==> src/rtl/serial_regif_pkg.sv <==
package serial_regif_pkg;

   // Outcome of a frame, judged in the cycle its strobe is seen to rise
   typedef enum logic [1:0] {
      END_NONE  = 2'd0,
      END_DROP  = 2'd1,
      END_WRITE = 2'd2,
      END_READ  = 2'd3
   } frame_end_e;

endpackage

==> src/rtl/serial_regif_sync.sv <==
module serial_regif_sync #(
   parameter int            W       = 3,
   parameter int            STAGES  = 2,
   parameter logic [W-1:0]  RST_VAL = '0
) (
   input  logic         clk,
   input  logic         rst_n,
   input  logic [W-1:0] din,
   output logic [W-1:0] dout
);

   logic [W-1:0] chain [STAGES];

   generate
      for (genvar g = 0; g < STAGES; g++) begin : g_stage
         if (g == 0) begin : g_first
            always_ff @(posedge clk or negedge rst_n) begin
               if (!rst_n) chain[g] <= RST_VAL;
               else        chain[g] <= din;
            end
         end else begin : g_next
            always_ff @(posedge clk or negedge rst_n) begin
               if (!rst_n) chain[g] <= RST_VAL;
               else        chain[g] <= chain[g-1];
            end
         end
      end
   endgenerate

   assign dout = chain[STAGES-1];

endmodule

==> src/rtl/serial_regif_rx.sv <==
module serial_regif_rx
   import serial_regif_pkg::*;
#(
   parameter int FRAME_W = 24,
   parameter int MODE_W  = 2
) (
   input  logic               clk,
   input  logic               rst_n,
   input  logic               open_stb,
   input  logic               close_stb,
   input  logic               bit_stb,
   input  logic               bit_val,
   output frame_end_e         end_kind,
   output logic [FRAME_W-1:0] word
);

   localparam int               CNT_W = $clog2(FRAME_W + 1);
   localparam logic [CNT_W-1:0] FULL  = CNT_W'(FRAME_W);

   logic [CNT_W-1:0] cnt;
   logic             ovf;

   always_ff @(posedge clk or negedge rst_n) begin
      if (!rst_n) begin
         cnt  <= '0;
         ovf  <= 1'b0;
         word <= '0;
      end else if (open_stb) begin
         cnt <= '0;
         ovf <= 1'b0;
      end else if (bit_stb) begin
         if (cnt == FULL) begin
            ovf <= 1'b1;
         end else begin
            word <= {word[FRAME_W-2:0], bit_val};
            cnt  <= cnt + 1'b1;
         end
      end
   end

   always_comb begin
      if (!close_stb)
         end_kind = END_NONE;
      else if (cnt != FULL || ovf)
         end_kind = END_DROP;
      else if (word[FRAME_W-1 -: MODE_W] == '0)
         end_kind = END_READ;
      else
         end_kind = END_WRITE;
   end

endmodule

==> src/rtl/serial_regif_tx.sv <==
module serial_regif_tx #(
   parameter int FRAME_W = 24,
   parameter int DATA_W  = 16
) (
   input  logic              clk,
   input  logic              rst_n,
   input  logic              clear_stb,
   input  logic              load_stb,
   input  logic [DATA_W-1:0] load_val,
   input  logic              open_stb,
   input  logic              fall_stb,
   input  logic              rise_stb,
   output logic              sdo
);

   logic [FRAME_W-1:0] sr;
   logic [FRAME_W-1:0] load_word;
   logic               armed;

   generate
      if (DATA_W < FRAME_W) begin : g_pad
         assign load_word = {{(FRAME_W-DATA_W){1'b0}}, load_val};
      end else begin : g_full
         assign load_word = load_val[FRAME_W-1:0];
      end
   endgenerate

   always_ff @(posedge clk or negedge rst_n) begin
      if (!rst_n) begin
         sr    <= '0;
         armed <= 1'b0;
      end else begin
         if (clear_stb)
            sr <= '0;
         else if (load_stb)
            sr <= load_word;
         else if (rise_stb && armed)
            sr <= {sr[FRAME_W-2:0], 1'b0};

         if (open_stb)
            armed <= 1'b0;
         else if (fall_stb)
            armed <= 1'b1;
      end
   end

   assign sdo = sr[FRAME_W-1];

endmodule

==> src/rtl/serial_regif.sv <==
module serial_regif
   import serial_regif_pkg::*;
#(
   parameter int FRAME_W  = 24,
   parameter int MODE_W   = 2,
   parameter int ADDR_W   = 6,
   parameter int DATA_W   = 16,
   parameter int SEL_LSB  = 7,
   parameter int SYNC_STG = 2,
   localparam int SEL_W   = FRAME_W - MODE_W - SEL_LSB
) (
   input  logic              clk,
   input  logic              rst_n,
   input  logic              sclk_i,
   input  logic              frame_n_i,
   input  logic              sdi_i,
   output logic              sdo_o,
   output logic              wr_valid,
   output logic [MODE_W-1:0] wr_mode,
   output logic [ADDR_W-1:0] wr_addr,
   output logic [DATA_W-1:0] wr_data,
   output logic              rd_req,
   output logic [SEL_W-1:0]  rd_sel,
   input  logic [DATA_W-1:0] rd_data
);

   generate
      if (MODE_W + ADDR_W + DATA_W != FRAME_W) begin : g_bad_fields
         $error("serial_regif: field widths must sum to FRAME_W");
      end
      if (SYNC_STG < 2) begin : g_bad_sync
         $error("serial_regif: SYNC_STG must be at least 2");
      end
      if (SEL_W < 1 || DATA_W > FRAME_W) begin : g_bad_sel
         $error("serial_regif: select or data width out of range");
      end
   endgenerate

   // synchronised pins: {frame strobe, serial clock, serial data}
   logic [2:0] pins_s;
   logic       frm_s, sck_s, sdi_s;
   logic       frm_q, sck_q;

   serial_regif_sync #(
      .W       (3),
      .STAGES  (SYNC_STG),
      .RST_VAL (3'b110)
   ) sync_i (
      .clk  (clk),
      .rst_n(rst_n),
      .din  ({frame_n_i, sclk_i, sdi_i}),
      .dout (pins_s)
   );

   assign {frm_s, sck_s, sdi_s} = pins_s;

   always_ff @(posedge clk or negedge rst_n) begin
      if (!rst_n) begin
         frm_q <= 1'b1;
         sck_q <= 1'b1;
      end else begin
         frm_q <= frm_s;
         sck_q <= sck_s;
      end
   end

   logic frm_fall, frm_rise, bit_stb, sck_rise_in;
   assign frm_fall    =  frm_q & ~frm_s;
   assign frm_rise    = ~frm_q &  frm_s;
   assign bit_stb     =  sck_q & ~sck_s & ~frm_s;
   assign sck_rise_in = ~sck_q &  sck_s & ~frm_s;

   frame_end_e         end_kind;
   logic [FRAME_W-1:0] word;

   serial_regif_rx #(
      .FRAME_W(FRAME_W),
      .MODE_W (MODE_W)
   ) rx_i (
      .clk      (clk),
      .rst_n    (rst_n),
      .open_stb (frm_fall),
      .close_stb(frm_rise),
      .bit_stb  (bit_stb),
      .bit_val  (sdi_s),
      .end_kind (end_kind),
      .word     (word)
   );

   always_ff @(posedge clk or negedge rst_n) begin
      if (!rst_n) begin
         wr_valid <= 1'b0;
         wr_mode  <= '0;
         wr_addr  <= '0;
         wr_data  <= '0;
         rd_req   <= 1'b0;
         rd_sel   <= '0;
      end else begin
         wr_valid <= (end_kind == END_WRITE);
         rd_req   <= (end_kind == END_READ);
         if (end_kind == END_WRITE) begin
            wr_mode <= word[FRAME_W-1 -: MODE_W];
            wr_addr <= word[DATA_W +: ADDR_W];
            wr_data <= word[DATA_W-1:0];
         end
         if (end_kind == END_READ)
            rd_sel <= word[SEL_LSB +: SEL_W];
      end
   end

   serial_regif_tx #(
      .FRAME_W(FRAME_W),
      .DATA_W (DATA_W)
   ) tx_i (
      .clk      (clk),
      .rst_n    (rst_n),
      .clear_stb(frm_rise),
      .load_stb (rd_req),
      .load_val (rd_data),
      .open_stb (frm_fall),
      .fall_stb (bit_stb),
      .rise_stb (sck_rise_in),
      .sdo      (sdo_o)
   );

endmodule

==> config.mk <==
export PLATFORM = sky130hd
export DESIGN_NAME = serial_regif
export DESIGN_NICKNAME = d
export VERILOG_FILES = /design/src/rtl/serial_regif_pkg.sv /design/src/rtl/serial_regif_sync.sv /design/src/rtl/serial_regif_rx.sv /design/src/rtl/serial_regif_tx.sv /design/src/rtl/serial_regif.sv
export SDC_FILE = /design/constraint.sdc
export NUM_CORES = 1
export LEC_CHECK = 0
export BUFFER_PORTS_ARGS = -buffer_cell sky130_fd_sc_hd__buf_2
export CAP_MARGIN = 20
export CORE_ASPECT_RATIO = 0.5
export CORE_UTILIZATION = 40
export CTS_BUF_LIST = sky130_fd_sc_hd__clkbuf_16
export CTS_CLUSTER_SIZE = 24
export DETAILED_ROUTE_END_ITERATION = 6
export PLACE_DENSITY = 0.59
export SYNTH_ARGS = -nofsm -noshare
export SYNTH_HDL_FRONTEND = slang
export SYNTH_SLANG_ARGS = --single-unit
==> constraint.sdc <==
create_clock -name clk -period 2.5 [get_ports clk]
set_clock_uncertainty 0.1 [all_clocks]
set_input_delay 0.125 -clock clk [delete_from_list [all_inputs] [get_ports clk]]
set_output_delay 0.125 -clock clk [all_outputs]
set_load 0.01 [all_outputs]
After elaboration in Yosys (flattened, before gate mapping)
Cells that the tools add are included.

storage, ports and cells
  register bits = 104
  bits of input ports = 21
  output and inout bits = 42

operators by class
  $add $sub $neg = 1
  bitwise operators = 12
  eq/ne operators = 5
  multiplexer cells = 14
  reductions and logical operators = 9

operator list
  cell                                         number
  two-way mux 24 bit                           3
  two-way mux 5 bit                            3
  AND 1 bit                                    6
  two-way mux 1 bit                            6
  inverter 1 bit                               6
  adder 5 x 1 -> 5 bit, second input constant  1
  equality test 5 bit, second input constant   1
  != test 5 bit, second input constant         1
  equality test 2 bit, second input constant   2
  two-way mux 2 bit                            2
  AND reduction 2 bit                          2
  nonzero test 2 bit                           2
  AND reduction 3 bit                          1
  nonzero test 3 bit                           1
  zero test 2 bit                              1
  != test 2 bit, second input constant         1
  logical AND 1 bit                            1
  logical OR 1 bit                             1

Depth between registers and ports, before layout
  depth after elaboration = 7
  mapped depth = 8
  mapped depth without buffers = 5

Cells and area by module
Synthesis repeated with hierarchy kept, for this count alone.

second synthesis, totals
  cell total of the unflattened synthesis = 319
  area, all modules = 4501.8 um^2

by module, submodules not included
  module             seq. area each (um^2)  cells an instance  area each (um^2)  instances
  serial_regif       1078.5                 94                 1706.6            1
  serial_regif_rx    750.7                  87                 1342.5            1
  serial_regif_tx    625.6                  129                1275.0            1
  serial_regif_sync  155.1                  9                  177.7             1

Worst setup path before layout
Ideal clock, no wire load.

  path kind = flip-flop to flip-flop
  from = reg rx_i.cnt[0]
  to = reg rx_i.word[10]
  arrival time = 1780 ps
  setup slack = 495 ps
  stages on the path, launching flop included = 8
  path through = dfrtp_1 inv_1 ha_1 and4b_1 buf_2 nor3b_4 buf_6 mux2_2

between the ends
  word-level cells in the longest chain between the ends = 3

RTL lines
  what                           line                   RTL
  start, declared                serial_regif_rx.sv:20  logic [CNT_W-1:0] cnt;
  start signal, assigned         serial_regif_rx.sv:36  cnt <= cnt + 1'b1;
  equality test 5 bit            serial_regif_rx.sv:32  if (cnt == FULL) begin
  inverter 1 bit (no line)       -
  AND reduction 3 bit (no line)  -
  end signal, assigned           serial_regif_rx.sv:35  word <= {word[FRAME_W-2:0], bit_val};
  end, declared                  serial_regif_rx.sv:14  output logic [FRAME_W-1:0] word

Every way passes these cells.
A chain may end at the register's enable or synchronous reset.

Worst setup path after layout
  from = reg rx_i.cnt[0]
  to = reg wr_data[7]

between the ends
  word-level cells in the longest chain between the ends = 5

RTL lines
  what                  line                   RTL
  != test 5 bit         serial_regif_rx.sv:44  else if (cnt != FULL || ovf)
  logical OR 1 bit      serial_regif_rx.sv:44
  two-way mux 2 bit     serial_regif_rx.sv:44
  two-way mux 2 bit     serial_regif_rx.sv:42  if (!close_stb)
  equality test 2 bit   serial_regif.sv:101    if (end_kind == END_WRITE) begin
  end signal, assigned  serial_regif.sv:104    wr_data <= word[DATA_W-1:0];
  end, declared         serial_regif.sv:21     output logic [DATA_W-1:0] wr_data,

Every way passes these cells.

==> impl_metrics.ini <==
[detailed_routing]
antenna_left = 0
num_vias = 2619
first_iter_violations = 97
detailedRoute.firstPassIterationCount = 4
post_drt_via_cell_ratio = 4.89
totalWireLength_um = 7920
average_wire_per_standard_cell_um = 14.8
drc = 0

[logic_synthesis]
number_of_synthesized_flops_with_an_enable_pin = 0
fraction_of_the_yosys_area_taken_by_sequential_cells_pct = 62.5
ffs_latches_synth = 104
synth_largest_area_cell = dfrtp_1
synth_flop_cell = dfrtp_1
netlist_area_um2 = 4180
synth.most_common_cell = dfrtp_1
ys_top_cells_by_count = dfrtp_1 (98), nand2_1 (51), mux2_2 (48)
syn_inst = 314
ys_warn_count = 0
postSynthNetCount = 337
postSynth.asyncResetShare_pct = 100
post-synth-top-area-fraction_pct = 58.7
synth_cell_types = 32
yosys-top-cells-area = dfrtp_1 (59%), mux2_2 (13%), nand2_1 (4.6%)
synthesis.area_per_instance_um2 = 13.3

[placement]
place_area_um2 = 4630
port-buffer-count = 62
hpwl_um = 5220
gpl.final_weighted_congestion = 0.718

[final_layout]
final_net_count = 419
layout.core_utilization_pct = 52.0
finalInstanceArea_um2 = 5090
area_growth_pct = 22.0
post_route_cells_drive_above_1_share_pct = 38.4
antennaDiodeCount = 0

[grt]
largest_net_degree_at_the_start_of_global_routing = 55
first_global_vias = 2761
initial_antenna_violation_count = 0
overflow = 0
grt_pass1_wl_um = 13500
gr-usage-all-layers_pct = 16.3

[sta]
final.setup.tns_ps = 0
setup_viol = 0
finalHoldViolations = 0
rsz0062_at_grt = false
relSlewSlack_pct = 56.5
min_period_over_period_pct = 83.4
period_needed_ps = 2090
final_max_slew_viol_count = 0
fin_hold_ws_ps = 10.9
worst_max_slew_pin_slew_ps = 652
max_fclk_ghz = 0.479

[worst_setup_path]
timing.rr.end = wr_data[7]
rrSetupSlack_ps = 410
critical_path.max_fanout = 14
r2r-start = rx_i.cnt[0]
setup.worst_path.end_class = flop
setup.worst_path.class = flop to flop
r2r.worst_path.cells = 6
crit_arrival_ps = 2220
timing.critical_path.from_type = flop
critical_path_required_ps = 2630

[hold_path]
timing.hold.worst_endpoint = tx_i.sr[15]
hold_path_startpoint = rd_data[15]
min-delay-path-class = input pin to flop
hold-path-cell-count = 3

[floorplan]
initial_standard_cell_utilization_of_the_core_pct = 42.6
core_area_um2 = 9790
die-width_um = 146
dieHeight_um = 74.2
fp-row-count = 25
design.portCount = 63
die-area_um2 = 10900

[clock_network]
clock_tree.root_cell = clkbuf_16
worstSkewPairLatency_ps = 350
cts_tree = built
clk_transition_reported_paths_ps = 70
clock_path_buffers = 2
clock_sinks = 104
resized_after_cts = 0
htreeDepth = 3
post_cts_buffers = 0
cts_inserted_buffers = 9

[pwr]
p_leak_nw = 2.54
cellPowerDensity_nw_per_um2 = 652
power_mw = 3.32
vdd_drop_max_mv = 0.384

[outcome]
outcome = complete, no violations

[run]
max_cap_violations = 0
[layout make-up]
cell class / count / area [um^2]
inverters: 3 / 11.3
well taps: 135 / 169
multi-input cells: 190 / 1440
fillers: 853 / 4700
clock inverters: 7 / 77.6
clock buffers: 9 / 225
flip-flops and latches: 104 / 2610
repair buffers: 88 / 561
[per-stage QoR]
| step | worst slack [ps] | std cells |
|---|---|---|
| finish | 414 | 536 |
| detailed placement | 403 | 504 |
| floorplan | 495 | 314 |
| CTS | 380 | 536 |
| global placement | 494 | 504 |
| global route | 250 | 536 |
[routing by layer]
metal / share of wire (%) / up-vias / track usage, %
met5: 0 / - / 0
met4: 1.4 / 0 / 5.56
met2: 46 / 48 / 26.5
met1: 49 / 1308 / 21.2
met3: 3.8 / 10 / 4.91
li1: - / 1253 / -
[cell usage in the layout (no fill, tap or decap), types with 2 or more instances in the layout]
master         instances
a21oi_1               13
a22o_1                 3
a31oi_1               15
buf_2                 61
buf_4                 10
clkbuf_16              9
dfrtp_1               98
dfstp_2                6
dlygate4sd3_1         16
ha_1                   2
inv_1                  3
inv_6                  3
mux2_1                 5
mux2_2                48
mux2_4                 9
nand2_1               51
nand2b_1               3
nand3_1                4
nand4bb_1              2
nor2_1                 4
nor3b_4                2
o21ai_0               17
or3_1                  2
[critical path, cell delays in order, from the launching register on]
cell	delay (ps)
dfrtp_1	410
inv_1	70
ha_1	160
nand4b_1	220
nor4_4	330
buf_4	300
mux2_2	370
[state kept, by name, summed over array words and instances (netlist names)]
name	flops
rd_sel	15
sck_q	1
rx_i.cnt	5
rd_req	1
sync_i.dout	3
rx_i.ovf	1
frm_q	1
tx_i.sr	24
wr_addr	6
tx_i.armed	1
sync_i.chain	3
wr_valid	1
rx_i.word	24
wr_data	16
wr_mode	2
[how the worst max path moves through the flow]
| stage | end | slack, ps | from |
|---|---|---|---|
| 2_1_floorplan | rx_i.word[10] | 500 | rx_i.cnt[0] |
| 3_3_place_gp | wr_data[9] | 490 | rx_i.cnt[0] |
| 3_5_place_dp | wr_data[7] | 400 | rx_i.cnt[0] |
| 4_1_cts | wr_data[7] | 380 | rx_i.cnt[0] |
| 5_1_grt | wr_data[7] | 250 | rx_i.cnt[1] |
| 6_report | wr_data[7] | 410 | rx_i.cnt[0] |
[cell families (layout without fill, tap and decap cells)]
family	after synthesis	count (layout)	synth area share, %
flops	104	104	62.5
simple gates	77	77	9.65
mux	63	63	17.8
compound gates	48	48	6.47
buf+inv	20	107	3.00
fa+ha+maj	2	2	0.599
[what timing repair did]
item	CTS	global route
setup endpoints to repair	0	0
hold endpoints to repair	60	0
hold buffers	16	0
[where the power goes]
group	switching [mW]	internal (mW)
combinational	0.0726	0.0725
sequential	0.0324	1.72
clock	0.634	0.787
total	0.739	2.58
(Power assumes the default switching activity.)
